<file path="src/rtl/sercmd_pkg.sv">
package sercmd_pkg;
    timeunit 1ns;
    timeprecision 1ps;

    typedef enum logic [2:0] {
        PH_FORCED,   // stretched first command after reset
        PH_FETCH,    // collecting a control code
        PH_LOAD,     // collecting an instruction word
        PH_WAIT,     // idle clocks before readback
        PH_SHOUT     // readback data phase
    } phase_e;

    typedef enum logic [1:0] {
        CMD_EXEC,
        CMD_READ,
        CMD_NONE
    } cmd_e;
endpackage

</file>
<file path="src/rtl/sercmd_code_decode.sv">
module sercmd_code_decode
    import sercmd_pkg::*;
#(
    parameter int CODE_W = 4
) (
    input  logic [CODE_W-1:0] code_i,
    output cmd_e              cmd_o
);
    timeunit 1ns;
    timeprecision 1ps;

    always_comb begin
        if (code_i == CODE_W'(0)) begin
            cmd_o = CMD_EXEC;
        end else if (code_i == CODE_W'(1)) begin
            cmd_o = CMD_READ;
        end else begin
            cmd_o = CMD_NONE;
        end
    end
endmodule

</file>
<file path="src/rtl/sercmd_readout.sv">
module sercmd_readout #(
    parameter int DATA_W = 16
) (
    input  logic              clk,
    input  logic              rst,
    input  logic              load_i,
    input  logic              shift_i,
    input  logic [DATA_W-1:0] data_i,
    output logic              sd_o,
    output logic              sd_oe
);
    timeunit 1ns;
    timeprecision 1ps;

    typedef struct packed {
        logic [DATA_W-1:0] sr;
        logic              oe;
    } ro_t;

    ro_t  ro_d, ro_q;
    logic out_q;
    logic oe_n_q;

    // Rising-edge side: capture, shift (last bit repeats), enable request.
    always_comb begin
        ro_d    = ro_q;
        ro_d.oe = load_i | shift_i;
        if (load_i) begin
            ro_d.sr = data_i;
        end else if (shift_i) begin
            ro_d.sr = {ro_q.sr[DATA_W-1], ro_q.sr[DATA_W-1:1]};
        end
    end

    always_ff @(posedge clk) begin
        if (rst) begin
            ro_q <= '0;
        end else begin
            ro_q <= ro_d;
        end
    end

    // Falling-edge side: pin value and turn-on follow the falling edge.
    always_ff @(negedge clk) begin
        if (rst) begin
            out_q  <= 1'b0;
            oe_n_q <= 1'b0;
        end else begin
            out_q  <= ro_q.sr[0];
            oe_n_q <= ro_q.oe;
        end
    end

    // Turn-off follows the rising edge that clears the request.
    assign sd_o  = out_q;
    assign sd_oe = oe_n_q & ro_q.oe;
endmodule

</file>
<file path="src/rtl/sercmd_engine.sv">
module sercmd_engine
    import sercmd_pkg::*;
#(
    parameter int CODE_W      = 4,
    parameter int INSTR_W     = 24,
    parameter int DATA_W      = 16,
    parameter int WAIT_CLKS   = 8,
    parameter int FORCE_EXTRA = 5
) (
    input  logic               clk,
    input  logic               rst,
    input  logic               sd_i,
    output logic               sd_o,
    output logic               sd_oe,
    input  logic [DATA_W-1:0]  visi_i,
    output logic [INSTR_W-1:0] instr_o,
    output logic               exec_o,
    output logic               busy_o
);
    timeunit 1ns;
    timeprecision 1ps;

    localparam int FORCE_LEN = CODE_W + FORCE_EXTRA;
    localparam int MAX_A     = (INSTR_W > DATA_W) ? INSTR_W : DATA_W;
    localparam int MAX_B     = (WAIT_CLKS > FORCE_LEN) ? WAIT_CLKS : FORCE_LEN;
    localparam int MAX_LEN   = (MAX_A > MAX_B) ? MAX_A : MAX_B;
    localparam int CNT_W     = $clog2(MAX_LEN);

    typedef struct packed {
        phase_e             ph;
        logic [CNT_W-1:0]   cnt;
        logic [INSTR_W-1:0] sh;
        logic [INSTR_W-1:0] instr;
        logic               exec;
    } eng_t;

    eng_t eng_d, eng_q;
    logic [INSTR_W-1:0] sh_next;
    cmd_e cmd;
    logic ro_load;
    logic ro_shift;

    // New bits enter at the top, so after N shifts the field is LSB-aligned in the top N bits.
    assign sh_next = {sd_i, eng_q.sh[INSTR_W-1:1]};

    sercmd_code_decode #(.CODE_W(CODE_W)) dec_i (
        .code_i (sh_next[INSTR_W-1 -: CODE_W]),
        .cmd_o  (cmd)
    );

    always_comb begin
        eng_d      = eng_q;
        eng_d.exec = 1'b0;
        ro_load    = 1'b0;
        ro_shift   = 1'b0;
        unique case (eng_q.ph)
            PH_FORCED: begin
                eng_d.cnt = eng_q.cnt + 1'b1;
                if (eng_q.cnt == CNT_W'(CODE_W - 1)) begin
                    eng_d.exec  = 1'b1;
                    eng_d.instr = '0;
                end
                if (eng_q.cnt == CNT_W'(FORCE_LEN - 1)) begin
                    eng_d.ph  = PH_LOAD;
                    eng_d.cnt = '0;
                end
            end
            PH_FETCH: begin
                eng_d.sh  = sh_next;
                eng_d.cnt = eng_q.cnt + 1'b1;
                if (eng_q.cnt == CNT_W'(CODE_W - 1)) begin
                    eng_d.cnt = '0;
                    case (cmd)
                        CMD_EXEC: eng_d.ph = PH_LOAD;
                        CMD_READ: eng_d.ph = PH_WAIT;
                        default:  eng_d.ph = PH_FETCH;
                    endcase
                end
            end
            PH_LOAD: begin
                eng_d.sh  = sh_next;
                eng_d.cnt = eng_q.cnt + 1'b1;
                if (eng_q.cnt == CNT_W'(INSTR_W - 1)) begin
                    eng_d.exec  = 1'b1;
                    eng_d.instr = sh_next;
                    eng_d.ph    = PH_FETCH;
                    eng_d.cnt   = '0;
                end
            end
            PH_WAIT: begin
                eng_d.cnt = eng_q.cnt + 1'b1;
                if (eng_q.cnt == CNT_W'(WAIT_CLKS - 1)) begin
                    ro_load   = 1'b1;
                    eng_d.ph  = PH_SHOUT;
                    eng_d.cnt = '0;
                end
            end
            PH_SHOUT: begin
                ro_shift  = 1'b1;
                eng_d.cnt = eng_q.cnt + 1'b1;
                if (eng_q.cnt == CNT_W'(DATA_W - 1)) begin
                    eng_d.ph  = PH_FETCH;
                    eng_d.cnt = '0;
                end
            end
            default: begin
                eng_d.ph  = PH_FORCED;
                eng_d.cnt = '0;
            end
        endcase
    end

    always_ff @(posedge clk) begin
        if (rst) begin
            eng_q.ph    <= PH_FORCED;
            eng_q.cnt   <= '0;
            eng_q.sh    <= '0;
            eng_q.instr <= '0;
            eng_q.exec  <= 1'b0;
        end else begin
            eng_q <= eng_d;
        end
    end

    sercmd_readout #(.DATA_W(DATA_W)) ro_i (
        .clk     (clk),
        .rst     (rst),
        .load_i  (ro_load),
        .shift_i (ro_shift),
        .data_i  (visi_i),
        .sd_o    (sd_o),
        .sd_oe   (sd_oe)
    );

    assign instr_o = eng_q.instr;
    assign exec_o  = eng_q.exec;
    assign busy_o  = (eng_q.ph != PH_FETCH);
endmodule

</file>
<file path="config.mk">
export PLATFORM = sky130hd
export DESIGN_NAME = sercmd_engine
export DESIGN_NICKNAME = d
export VERILOG_FILES = /design/src/rtl/sercmd_pkg.sv /design/src/rtl/sercmd_code_decode.sv /design/src/rtl/sercmd_readout.sv /design/src/rtl/sercmd_engine.sv
export SDC_FILE = /design/constraint.sdc
export NUM_CORES = 1
export LEC_CHECK = 0
export ABC_AREA = 1
export CORE_MARGIN = 2
export CORE_UTILIZATION = 50
export DETAILED_ROUTE_END_ITERATION = 12
export PLACE_DENSITY = 0.77
export RECOVER_POWER = 50
export SLEW_MARGIN = 20
export SYNTH_ARGS = -nofsm -noshare
export SYNTH_HDL_FRONTEND = slang
export SYNTH_SLANG_ARGS = --single-unit
export TNS_END_PERCENT = 100
</file>
<file path="constraint.sdc">
create_clock -name clk -period 2.1 [get_ports clk]
set_input_delay 0.315 -clock clk [delete_from_list [all_inputs] [get_ports clk]]
set_output_delay 0.315 -clock clk [all_outputs]
set_load 0.01 [all_outputs]
</file>
Word level (Yosys, flattened, before mapping)
Cells that the tools add are included.
{ "word_totals": {"regBits": 76, "input_bits": 19, "out_inout_bits": 28, "wordCells": 56} }
{ "op_classes": {"addsub": 1, "n_eq_ne": 18, "muxes": 17, "bitwise_logic": 2, "reduce_logical": 8} }
{ "op_table": {"columns": ["op", "count"], "rows": [
  ["$mux 25", 2],
  ["$pmux 25 s2", 1],
  ["$mux 8", 5],
  ["$pmux 8 s5", 1],
  ["$mux 16", 1],
  ["$mux 15", 1],
  ["$ne 2x2->1 const B", 6],
  ["$eq 5x4->1 const B", 2],
  ["$eq 3x2->1 const B", 2],
  ["$add 5x1->5 const B", 1],
  ["$eq 5x2->1 const B", 1],
  ["$eq 5x3->1 const B", 1],
  ["$eq 5x5->1 const B", 1],
  ["$reduce_and 5->1", 1],
  ["$eq 4x1->1 const B", 1],
  ["$logic_not 4->1", 1],
  ["$mux 2", 2],
  ["$pmux 2 s2", 1],
  ["$reduce_bool 2->1", 2],
  ["$eq 3x1->1 const B", 1],
  ["$eq 3x3->1 const B", 1],
  ["$logic_not 3->1", 1],
  ["$mux 1", 3],
  ["$ne 3x1->1 const B", 1],
  ["other kinds (6)", 6]
]} }

Depth between registers and ports, before layout
{ "logic_depth": {"depth_word": 7, "mapped_depth": 10} }

By module
Synthesis repeated with hierarchy kept, for this count alone.
{ "hier_totals": {"cells_unflattened": 458, "area_unflattened_um2": 3350.7} }
{ "modules_own_cells": {"columns": ["mod", "instances", "cells_each", "area_each_um2", "seq_area_each_um2"], "rows": [
  ["sercmd_engine", 1, 312, 2393.5, 1121.1],
  ["sercmd_readout", 1, 139, 924.6, 380.4],
  ["sercmd_code_decode", 1, 7, 32.5, 0.0]
]} }

==> implementation parameters <==
Parameter                              Value

Setup path
  Number of buffers and inverters on the critical path ... 2
  CP Capture Type ... primary output
  Startpoint types ... register
  Maximum fanout along the worst path ... 1
  Arrival time reported for the critical path endpoint ... approximately 1.9 ns
  Cell depth of the worst flop-to-flop path ... 9
  Classification of the worst setup path ... reg2out
  FF-to-FF Start ... eng_q[49]
  Gate family responsible for the most delay along the worst path ... flip-flops
  Setup slack on the worst flop-to-flop path ... 0.02 ns
  Crit-path max cell delay ... 0.30 ns
  Series of cell instances along the critical path ... nand2_1 > inv_1 > buf_2
  Endpoint of the lowest-slack register-to-register path ... instr_o[13]
  Cell at the slowest stage of the critical path ... dfxtp_1
  Required time at the endpoint of the critical path ... 1.78 ns

Job
  Number of maximum-capacitance constraint violations ... 0

Yosys
  Sequential element share of the synthesized area ... 0.462
  Async set-reset flop share out of synthesis ... 0
  Synth top cells by count ... nand2_1, dfxtp_1, a21oi_1
  Yosys top cell area share ... 0.462
  Cell with the most instances after synthesis ... nand2_1
  Synthesized flop and latch total ... 75
  Average cell area after synthesis ... between 7 and 8 um^2
  Number of instances in the synthesized netlist ... 424
  Warnings, synthesis ... 0
  Total nets after synthesis ... 447
  Number of synthesized flops with an enable pin ... 0
  Most used flip-flop cell after synthesis ... dfxtp_1
  Number of different library cells in the post-synthesis netlist ... 28
  Main area contributors after synthesis ... dfxtp_1, nand2_1, a21oi_1, buf_4, nor2_1
  Cell taking the most area after synthesis ... dfxtp_1
  Post-synth design cell area ... 3250 um^2

Layout
  Diodes inserted ... 0
  Final Net Count ... 466
  Growth of design area from synthesis to finish ... 15.8%
  Ratio of cells with drive above 1 in the final layout ... 0.0871
  Finished layout cell area ... 3760 um^2

Routing
  Final routed DRC violation total ... 0
  Number of detailed-routing iterations run before antenna repair ... 4
  Count of routing violations after the opening detailed-route iteration ... 146
  Average via count per standard cell ... ~5
  Number of routed nets with antenna violations ... 0
  Wire per inst ... about 11 um
  Detailed-route via count ... 2,623
  Detailed Route WL ... 5980 um

Placed design
  Dpl cell area ... between 3000 and 4000 um^2
  Post-DP HPWL ... between 3000 and 4000 um
  Number of I/O port buffers ... 46
  GPL Wtd Cong ... 0.847

Worst hold path
  Class of the tightest hold or removal check ... reg2reg
  Start point of the worst hold path ... instr_o[10]
  Hold-critical path endpoint ... instr_o[10]
  Cell depth of the worst hold path ... 2

Power and ir drop
  Sequential power share ... 0.497
  Switching portion of total power ... 0.212
  Portion of total power attributed to the clock network ... 0.470
  Part of the power in combinational logic ... 0.034
  Pwr Density ... 768 nW/um^2
  Power Total ... between 2000 and 3000 uW
  Switching power total ... 613 uW
  Internal power consumption ... 2270 uW
  Total leakage power ... approximately 0.0014 uW
  Worst vdd ir ... about 0.52 mV

Global routing
  GRT Util Overall ... 0.177
  Pin count of the biggest net entering global routing ... 71
  Wire length of the first global-routing pass ... approximately 10,000 um
  Initial antenna violation count ... 0
  Vias in the first global route ... roughly 2.4k
  Global route overflow ... 0

Timing
  Worst-Margin Slew ... 0.829 ns
  Final setup viols ... 2
  Slack of the critical path ... -0.144 ns
  Remaining max-slew budget at the tightest pin ... 0.445
  Number of endpoints with negative hold slack in the final report ... 0
  Worst-case hold slack ... 0.456 ns
  Worst clock skew on the final layout ... 0.0374 ns
  RSZ-0062 raised after global routing ... true
  Final count of pins violating max slew ... 0

Floorplanning
  I/O pins ... 47
  Placeable Area ... 6310 um^2
  Width of the chip ... ~85 um
  Number of rows in the core area ... 29
  Height of the die ... 84.6 um
  Starting density of the core ... 0.514
  Die area ... 7150 um^2

Clock network
  Buffer cell driving the clock tree root ... clkbuf_8
  H-tree lvl count ... 3
  Number of buffers added by the clock tree synthesis step ... 9
  Number of sinks handled by clock tree synthesis ... 75
  Clock latency of the later-clocked register in the worst-skew pair ... between 0.3 and 0.4 ns
  Hold-fix buffers, CTS ... 0
  Number of buffers between clock root and the deepest sink ... 2
  CTS tree ... built
  Post-CTS clock slew at the launch and capture registers of the worst setup and hold paths ... 0.08 ns

Run status
  Violated checks ... negative setup slack
  Result of the run ... finished with violations
[cell usage in the layout, fill, tap and decap left out, drive strengths merged]
cell | synthesis | final
a21boi | 13 | 13
xor2 | 1 | 1
dfxtp | 75 | 75
clkinv | 0 | 2
ha | 4 | 4
a31oi | 1 | 1
nand3b | 1 | 1
nor3 | 4 | 4
dlygate4sd3 | 0 | 25
nand3 | 7 | 7
a21oi | 64 | 64
clkbuf | 8 | 9
buf | 35 | 7
nor2 | 34 | 34
a211oi | 3 | 3
inv | 25 | 27
clkdlybuf4s50 | 0 | 18
bufinv | 0 | 3
nand2 | 146 | 146
o21ai | 1 | 1
nand4 | 2 | 2
clkinvlp | 0 | 1
[worst max path at each step]
stage | from | endpoint | slack (ns) | cells past startpoint
after floorplan | rst | ro_i.oe_n_q | 0.03 | 3
after global placement | ro_i.oe_n_q | sd_oe | -0.17 | 3
after detailed placement | ro_i.oe_n_q | sd_oe | -0.17 | 3
after CTS | ro_i.oe_n_q | sd_oe | -0.16 | 3
after global routing | ro_i.oe_n_q | sd_oe | -0.20 | 3
final | ro_i.oe_n_q | sd_oe | -0.14 | 3
[area by class of cell]
class                      count  area (um^2)
fill                         593         2550
timing repair buffer          50          494
multi-input combinational    281         1320
sequential                    75         1500
clock inverter                 9          131
inverter                      24         90.1
clock buffer                   9          124
tap                           77         96.3
[logic make-up (layout without fill, tap and decap cells)]
| family | after synthesis | in the layout | share of synthesized area |
|---|---|---|---|
| AND/OR/NAND/NOR | 194 | 194 | 0.251 |
| AO/OA/AOI/OAI | 82 | 82 | 0.143 |
| flip-flops | 75 | 75 | 0.462 |
| buffers and inverters | 68 | 92 | 0.126 |
| adder cells (fa/ha/maj) | 4 | 4 | 0.0154 |
| XOR/XNOR | 1 | 1 | 0.00270 |
[stage by stage]
step                instances   util  TNS (ns)  setup WS (ns)
floorplan                 424      -         0         0.0333
global placement          508  0.559    -0.245         -0.167
detailed placement        508  0.559    -0.262         -0.168
CTS                       525  0.598    -0.239         -0.161
global route              525  0.596     -2.22         -0.195
finish                    525  0.596    -0.204         -0.144
[state kept, by name, indices dropped and copies added (netlist names)]
| signal | cells |
|---|---|
| eng_q | 31 |
| instr_o | 24 |
| ro_i.ro_q | 17 |
| exec_o | 1 |
| ro_i.oe_n_q | 1 |
| ro_i.sd_o | 1 |
[routing by layer]
layer / track usage / wire length [um] / part of all wire / vias to the layer above
li1: - / - / - / 1361
met1: 0.220 / 2800 / 0.47 / 1186
met2: 0.286 / 2780 / 0.47 / 59
met3: 0.0423 / 241 / 0.040 / 17
met4: 0.0909 / 151 / 0.025 / 0
met5: 0 / 0 / 0 / -
[worst register-to-register path: cells and delay by family (launching register included)]
kind | cells | cell delay (ns)
AND/OR/NAND/NOR | 5 | 0.99
flip-flops | 1 | 0.34
buffers and inverters | 2 | 0.31
adder cells (fa/ha/maj) | 1 | 0.27
AO/OA/AOI/OAI | 1 | 0.13
[power by group through the flow]
| stage | Combinational, uW | Clock (uW) | Sequential [uW] |
|---|---|---|---|
| after global routing | 108 | 1460 | 1430 |
| final | 97.4 | 1360 | 1430 |
| after CTS | 100 | 1390 | 1430 |
| after global placement | 98.3 | 8.95 | 1470 |
| after floorplan | 52.9 | 8.95 | 1470 |
| after detailed placement | 99.4 | 8.95 | 1470 |
[what timing repair did]
action / in CTS / in global routing
setup buffers: 0 / 0
setup endpoints to repair: 2 / 2
resized for setup: 10 / 0
pin swaps: 1 / 0
(Power assumes the default switching activity.)
